==> src/rtl/busTenurePkg.sv <==
package busTenurePkg;
  typedef struct packed {
    logic load;     // reload counters from budget registers
    logic timeDec;  // count one timebase tick
    logic xferDec;  // count one transfer
  } tenureStrobeT;
endpackage

==> src/rtl/tenureDatapath.sv <==
module tenureDatapath
  import busTenurePkg::*;
#(
  parameter int CW = 8
) (
  input  logic          clk,
  input  logic          rstN,
  input  logic          stopped,
  input  logic          hostWr,
  input  logic          hostSel,
  input  logic [CW-1:0] hostWrData,
  input  logic          testMode,
  output logic [CW-1:0] hostRdData,
  input  tenureStrobeT  strobes,
  output logic          timeLast,
  output logic          xferLast
);
  localparam logic [CW-1:0] One = CW'(1);

  logic [CW-1:0] budgetReg [2];
  logic [CW-1:0] countReg  [2];
  logic [CW-1:0] wrValue;
  logic          decStrobe [2];

  assign wrValue      = testMode ? hostWrData - One : hostWrData;
  assign decStrobe[0] = strobes.timeDec;
  assign decStrobe[1] = strobes.xferDec;

  for (genvar g = 0; g < 2; g++) begin : gLane
    always_ff @(posedge clk) begin
      if (!rstN) begin
        budgetReg[g] <= '0;
      end else if (stopped && hostWr && (hostSel == 1'(g))) begin
        budgetReg[g] <= wrValue;
      end
    end

    always_ff @(posedge clk) begin
      if (!rstN) begin
        countReg[g] <= '0;
      end else if (strobes.load) begin
        countReg[g] <= budgetReg[g];
      end else if (decStrobe[g] && (countReg[g] != '0)) begin
        countReg[g] <= countReg[g] - One;
      end
    end

    // counter only ever moves down between reloads
    assert_count_down_R5: assert property (@(posedge clk) disable iff (!rstN)
      !strobes.load |=> countReg[g] <= $past(countReg[g]));
  end

  assign timeLast   = countReg[0] <= One;
  assign xferLast   = countReg[1] <= One;
  assign hostRdData = stopped ? budgetReg[hostSel] : '0;

  assert_locked_regs_R2: assert property (@(posedge clk) disable iff (!rstN)
    !stopped |=> ($stable(budgetReg[0]) && $stable(budgetReg[1])));

  assert_reload_R4: assert property (@(posedge clk) disable iff (!rstN)
    (strobes.load && !(stopped && hostWr)) |=> countReg[0] == $past(budgetReg[0]));
endmodule

==> src/rtl/tenureControl.sv <==
module tenureControl
  import busTenurePkg::*;
(
  input  logic         clk,
  input  logic         rstN,
  input  logic         grant,
  input  logic         tick,
  input  logic         xferStrobe,
  input  logic         limitEnable,
  input  logic         timeLast,
  input  logic         xferLast,
  output tenureStrobeT strobes,
  output logic         busRelease
);
  logic grantQ;
  logic held;
  logic limitHit;
  logic releaseQ;

  assign held            = grant && grantQ;
  assign strobes.load    = grant && !grantQ;
  assign strobes.timeDec = held && tick;
  assign strobes.xferDec = held && xferStrobe;
  assign limitHit        = (strobes.timeDec && timeLast) || (strobes.xferDec && xferLast);

  always_ff @(posedge clk) begin
    if (!rstN) begin
      grantQ   <= 1'b0;
      releaseQ <= 1'b0;
    end else begin
      grantQ <= grant;
      if (!grant || !limitEnable) begin
        releaseQ <= 1'b0;
      end else if (limitHit) begin
        releaseQ <= 1'b1;
      end
    end
  end

  assign busRelease = releaseQ && limitEnable;

  assert_hold_R8: assert property (@(posedge clk) disable iff (!rstN)
    (busRelease && grant && limitEnable) |=> (busRelease || !limitEnable));

  assert_drop_R8: assert property (@(posedge clk) disable iff (!rstN)
    !grant |=> !busRelease);

  assert_cause_R7: assert property (@(posedge clk) disable iff (!rstN)
    $rose(busRelease) |-> ($past(timeLast && tick && grant) || $past(xferLast && xferStrobe && grant)));

  assert_enable_gate_R9: assert property (@(posedge clk) disable iff (!rstN)
    !limitEnable |-> !busRelease);
endmodule

==> src/rtl/busTenureTimer.sv <==
module busTenureTimer
  import busTenurePkg::*;
#(
  parameter int CW = 8
) (
  input  logic          clk,
  input  logic          rstN,
  input  logic          stopped,
  input  logic          hostWr,
  input  logic          hostSel,
  input  logic [CW-1:0] hostWrData,
  output logic [CW-1:0] hostRdData,
  input  logic          testMode,
  input  logic          limitEnable,
  input  logic          grant,
  input  logic          tick,
  input  logic          xferStrobe,
  output logic          busRelease
);
  tenureStrobeT strobes;
  logic         timeLast;
  logic         xferLast;

  tenureDatapath #(.CW(CW)) uData (
    .clk(clk), .rstN(rstN), .stopped(stopped), .hostWr(hostWr),
    .hostSel(hostSel), .hostWrData(hostWrData), .testMode(testMode),
    .hostRdData(hostRdData), .strobes(strobes),
    .timeLast(timeLast), .xferLast(xferLast)
  );

  tenureControl uCtrl (
    .clk(clk), .rstN(rstN), .grant(grant), .tick(tick),
    .xferStrobe(xferStrobe), .limitEnable(limitEnable),
    .timeLast(timeLast), .xferLast(xferLast),
    .strobes(strobes), .busRelease(busRelease)
  );
endmodule

==> config.mk <==
export PLATFORM = sky130hd
export DESIGN_NAME = busTenureTimer
export DESIGN_NICKNAME = d
export VERILOG_FILES = /design/src/rtl/busTenurePkg.sv /design/src/rtl/tenureDatapath.sv /design/src/rtl/tenureControl.sv /design/src/rtl/busTenureTimer.sv
export SDC_FILE = /design/constraint.sdc
export NUM_CORES = 1
export LEC_CHECK = 0
export ABC_AREA = 1
export BUFFER_PORTS_ARGS = -buffer_cell sky130_fd_sc_hd__buf_2
export CORE_UTILIZATION = 35
export DETAILED_ROUTE_END_ITERATION = 7
export RECOVER_POWER = 100
export SLEW_MARGIN = 10
export SYNTH_ARGS = -nofsm -noshare
export SYNTH_HDL_FRONTEND = slang
export SYNTH_SLANG_ARGS = --single-unit
==> constraint.sdc <==
create_clock -name clk -period 5.2 [get_ports clk]
set_clock_uncertainty 0.2 [all_clocks]
set_input_delay 1.56 -clock clk [delete_from_list [all_inputs] [get_ports clk]]
set_output_delay 1.56 -clock clk [all_outputs]
set_load 0.01 [all_outputs]
==> flow_summary.ini, run 1 <==
[die]
die_w_um = 79.7
io_pins = 27
fp.dieArea_um2 = 6350
fp.dieH_um = 79.7
start_util_pct = 37.2
core_area_um2 = 5680
rows = 27

[global_routing]
first_global_vias = 1598
antenna_found_initial = 0
grt_max_degree = 19
grtUsageTotal_pct = 15.2
overflow = 0
grt_first_pass_wirelength_mm = 7.24

[timing]
fin_crit_ns = 4.32
fmax_ghz = 0.231
finalHoldViolations = 0
relSlewSlack_pct = 51.0
worst_slew_pin_slew_ns = 0.728
slew_viol_final = 0
setup_tns_ns = 0
period_share_pct = 83.1
setup_viol = 0
rsz0062_at_grt = no

[worst_hold_path]
worstHoldStart = uCtrl.releaseQ
hold_path_class = flip-flop to flip-flop
holdPathEnd = uCtrl.releaseQ
worstHoldPathCells = 4

[route]
wl_per_cell_um = 11.7
first_iter_violations = 72
num_vias = 1706
drc = 0
dr_wl_met2_mm = 2.04
wl_met3_um = 100
wirelength_mm = 4.29
vias_per_cell = 4.64
top_layer_used = met4
drt_first_pass_iters = 4
ant_nets = 0
wl_met1_mm = 2.07

[clock_network]
numCtsBuffers = 5
clk_latency_ns = 0.29
cts_hold_buf = 0
root_buffer = clkbuf_8
clock-sinks = 34
cts_tree = yes
clk_path_buf_depth = 2
cts_resized = 0
postCtsSetupRepairBufs = 0
cts.clk_slew.worst_paths_ns = 0.07
cts_max_level = 2

[setup_path]
crit_fanout = 18
r2r_start = uData.countReg[1][0]
cp.arrival_ns = 2.56
r2r-end = uData.countReg[1][6]
end_kind = primary output
critPathRequiredTime_ns = 3.44
r2r_cells = 5
start_kind = input pin
reg2reg_slack_ns = 2.85
critPathKind = input pin to primary output

[placement]
hpwl_mm = 3.39
post-place-cells = 360
io_buffer_count = 26
gp_congestion = 0.830

[synth]
syn-num-nets = 290
ys_warn_count = 0
synth-compound-area-share_pct = 10.6
yosys.area_share.xor_xnor_pct = 3.32
yosysUniqueCellTypes = 24
muxShareOfSynthArea_pct = 0
synthCells = 265
synth_top_family_by_area = simple AND/OR/NAND/NOR gates
ys_ff_latch = 34
synth_simple_gate_area_share_pct = 26.4
syn_avg_cell_area_um2 = 7.97
synth.yosys.seq_area_share_pct = 47.4
synth_area_um2 = 2110
synth_fa_ha_area_share_pct = 4.15

[cells_and_area]
areaGrowthSynthToFinish_pct = 15.0
multiInputGateArea_um2 = 928
final_cells = 368
drive_gt1_share_pct = 10.5
diodes = 0
n_fill_cell = 610
seqCellArea_um2 = 1000
nets = 320

[power]
power.density_nw_per_um2 = 304
peakVddDrop_mv = 0.143
p_leak_nw = 1.08

[outcome]
outcome = completed

[run]
cap_violations = 0
==> placed cells by master, fill, tap and decap left out <==
cell	count
a21oi_1	18
buf_2	14
bufinv_16	2
clkbuf_1	12
clkbuf_8	5
clkinv_4	1
dfxtp_1	2
edfxtp_1	32
ha_1	7
inv_1	41
inv_2	1
nand2_1	63
nand2_2	1
nand3_1	10
nand3_2	1
nand3b_1	2
nand4_1	3
nor2_1	43
nor2_2	2
nor2_4	3
nor3_2	1
o21ai_0	20
o21bai_1	1
o22ai_1	3
xnor2_1	4
xor2_1	4
==> registers in the layout, summed over array words and instances, names as in the netlist <==
name and flops:
uCtrl.grantQ 1, uCtrl.releaseQ 1, uData.countReg 16, uData.budgetReg 16
==> critical path, cell delays in order <==
cell	delay (ns)
clkbuf_1	0.47
o21ai_0	0.19
a21oi_1	0.16
clkbuf_1	0.18
==> synth_stat cells <==
master | number | area (um2)
nand3b_1 | 2 | 15.0
dfxtp_1 | 2 | 40.0
ha_1 | 7 | 87.6
nand2_1 | 62 | 233
nor2_2 | 2 | 12.5
edfxtp_1 | 32 | 961
xnor2_1 | 4 | 35.0
o21ai_2 | 2 | 17.5
nor2_4 | 3 | 33.8
nand3_2 | 1 | 10.0
o21bai_1 | 1 | 7.51
nand2_2 | 2 | 12.5
xor2_1 | 4 | 35.0
inv_2 | 1 | 3.75
nor2_1 | 43 | 161
o21ai_0 | 18 | 90.1
inv_1 | 41 | 154
nand4_1 | 3 | 18.8
clkbuf_2 | 1 | 5.00
nand3_1 | 10 | 50.1
nor3_2 | 1 | 10.0
buf_2 | 2 | 10.0
o22ai_1 | 3 | 18.8
a21oi_1 | 18 | 90.1
==> through the flow <==
| stage | setup slack, ns | instance area, um2 | utilization, % | hold slack, ns | power, W |
|---|---|---|---|---|---|
| after CTS | 1.18 | 2450 | 43.3 | 0.348 | 0.000745 |
| after global routing | 0.747 | 2430 | 42.8 | 0.403 | 0.000771 |
| after global placement | 1.18 | 2320 | 40.8 | 0.325 | 0.000452 |
| final | 0.877 | 2430 | 42.8 | 0.346 | 0.000738 |
| after detailed placement | 1.19 | 2320 | 40.8 | 0.329 | 0.000454 |
| after floorplan | 1.26 | 2110 | - | 0.304 | 0.000419 |
==> where the power goes <==
part	total [W]	leakage, nW	internal (W)	switching, W
logic	0.000106	0.663	0.0000376	0.0000685
registers	0.000338	0.347	0.000323	0.0000151
clock network	0.000294	0.0683	0.000192	0.000102
==> layout make-up <==
type                            count  area share, %
Timing Repair Buffer               26           4.74
Tap cell                           72           3.71
Sequential cell                    34           41.2
Multi-Input combinational cell    186           38.2
Clock buffer                        5           2.83
Clock inverter                      3           2.83
Inverter                           42           6.49
==> per-layer routing <==
layer	GRT usage (%)	vias to the layer above
li1	-	916
met1	18.6	758
met2	26.0	27
met3	3.09	5
met4	6.00	0
met5	0	-
==> worst max-delay path by stage <==
stage	start	end	slack, ns	cells past startpoint
5_1_grt	hostSel	hostRdData[2]	0.75	4
3_5_place_dp	hostSel	hostRdData[3]	1.19	4
6_report	hostSel	hostRdData[3]	0.88	4
4_1_cts	hostSel	hostRdData[3]	1.18	4
2_1_floorplan	hostSel	hostRdData[5]	1.26	4
3_3_place_gp	hostSel	hostRdData[3]	1.18	4
==> logic make-up (layout without fill, tap and decap cells) <==
group | Yosys count | after routing
fa+ha+maj | 7 | 7
buf+inv | 45 | 76
xor+xnor | 8 | 8
flops | 34 | 34
compound gates | 42 | 42
simple gates | 129 | 129
Note: power is estimated with default switching activity, not from simulation.
==> run 2: changes to the inputs <==
Clock period 5.2 ns to 4.2 ns, I/O delays scaled along.
==> run 2 against run 1 <==
Effect of this change:
- global-route usage increased by 0.17 points
- routed wire length increased by 0.84%
- die area unchanged
- register-to-register slack got worse by 1.0 ns
- clock power increased by 24%
- clock-buffer cell count unchanged
- critical endpoint unchanged
- via count decreased by 0.18%
- sequential share of layout area about the same
==> flow_summary.ini, run 2 (same netlist as run 1, synthesis figures left out) <==
[timing]
fmax_ghz = 0.268
relSlewSlack_pct = 49.0
slew_viol_final = 0
setup_tns_ns = 0
finalHoldViolations = 0
period_share_pct = 88.8
fin_crit_ns = 3.73
fin_ws_ns = 0.472
setup_viol = 0
worst_slew_pin_slew_ns = 0.756
rsz0062_at_grt = no

[power]
swShare_pct = 25.2
power.switching_w = 0.000231
cell_internal_pwr_w = 0.000685
p_leak_nw = 1.08
power_frac_seq_pct = 45.7
power.density_nw_per_um2 = 376
clkPwrFrac_pct = 39.9
p_comb_share_pct = 14.4
peakVddDrop_mv = 0.136

[outcome]
outcome = completed

[setup_path]
critPathRequiredTime_ns = 2.74
r2r_start = uData.countReg[1][0]
r2r-end = uData.countReg[1][7]
endpoint = hostRdData[3]
crit_fanout = 18
reg2reg_slack_ns = 1.83
setup.worst_path.start = hostSel
cp.arrival_ns = 2.27
end_kind = primary output
critPathKind = input pin to primary output
start_kind = input pin
r2r_cells = 5

[clock_network]
cts_max_level = 2
cts_tree = yes
postCtsSetupRepairBufs = 0
numCtsBuffers = 5
clk_path_buf_depth = 2
cts.clk_slew.worst_paths_ns = 0.07
root_buffer = clkbuf_8
clk_latency_ns = 0.29
cts_resized = 0
clock-sinks = 34
cts_hold_buf = 0

[placement]
gp_congestion = 0.829
post_dp_cell_area_um2 = 2320
place_worst_setup_slack_ns = 0.777
hpwl_mm = 3.38
io_buffer_count = 26

[die]
fp.dieArea_um2 = 6350
rows = 27
fp.dieH_um = 79.7
core_area_um2 = 5680
start_util_pct = 37.2
die_w_um = 79.7
io_pins = 27

[global_routing]
top_usage_layer = met2
grt_max_degree = 19
antenna_found_initial = 0
grtUsageMet3_pct = 3.31
first_global_vias = 1611
grt_first_pass_wirelength_mm = 7.29
grtUsageTotal_pct = 15.4
met1_usage_pct = 19.1
overflow = 0
gr-usage-met2_pct = 25.9

[route]
first_iter_violations = 121
drt_first_pass_iters = 4
vias_per_cell = 4.63
ant_nets = 0
num_vias = 1703
wl_per_cell_um = 11.8
wirelength_mm = 4.33
drc = 0

[cells_and_area]
diodes = 0
final_util_pct = 42.8
areaGrowthSynthToFinish_pct = 15.1
drive_gt1_share_pct = 10.8
nets = 320
final_cell_mix = 63 x nand2_1, 43 x nor2_1, 41 x inv_1
final_area_um2 = 2430
final_common_cell = nand2_1
top_regs = uData.budgetReg x16, uData.countReg x16

[run]
cap_violations = 0

[worst_hold_path]
hold_path_class = flip-flop to flip-flop
[run 2: through the flow]
stage                     instances  power, W  hold slack [ns]
after global routing            368  0.000956            0.401
after CTS                       368  0.000924            0.350
final                           368  0.000915            0.344
after global placement          360  0.000560            0.325
after detailed placement        360  0.000561            0.330
after floorplan                 265  0.000518            0.304
[run 2: critical path, stage by stage]
cell and delay (ns):
clkbuf_1 0.48, o21ai_0 0.19, a21oi_1 0.17, clkbuf_1 0.17
[run 2: power by group through the flow]
stage / Combinational (W) / Sequential (W) / Clock (W)
6_report: 0.000132 / 0.000419 / 0.000365
3_5_place_dp: 0.000135 / 0.000426 / 0
4_1_cts: 0.000136 / 0.000419 / 0.000368
5_1_grt: 0.000153 / 0.000422 / 0.000381
3_3_place_gp: 0.000134 / 0.000426 / 0
2_1_floorplan: 0.0000989 / 0.000420 / 0
[run 2: layout make-up]
| cell class | count | area [um2] |
|---|---|---|
| Clock buffer | 5 | 68.8 |
| Clock inverter | 3 | 68.8 |
| Fill cell | 593 | 3240 |
| Inverter | 42 | 158 |
| Multi-Input combinational cell | 186 | 928 |
| Sequential cell | 34 | 1000 |
| Tap cell | 72 | 90.1 |
| Timing Repair Buffer | 26 | 116 |
[run 2: how the worst min path moves through the flow]
stage                          start                    to  cells past startpoint
2_1_floorplan         uCtrl.releaseQ        uCtrl.releaseQ                      4
5_1_grt        uData.budgetReg[0][3]  uData.countReg[0][3]                      2
3_5_place_dp          uCtrl.releaseQ        uCtrl.releaseQ                      4
4_1_cts               uCtrl.releaseQ        uCtrl.releaseQ                      4
6_report              uCtrl.releaseQ        uCtrl.releaseQ                      4
3_3_place_gp          uCtrl.releaseQ        uCtrl.releaseQ                      4
[run 2: routing by layer]
| metal | vias up | share of wire [%] |
|---|---|---|
| li1 | 916 | - |
| met1 | 753 | 48 |
| met2 | 29 | 47 |
| met3 | 5 | 3.2 |
| met4 | 0 | 1.6 |
| met5 | - | 0 |
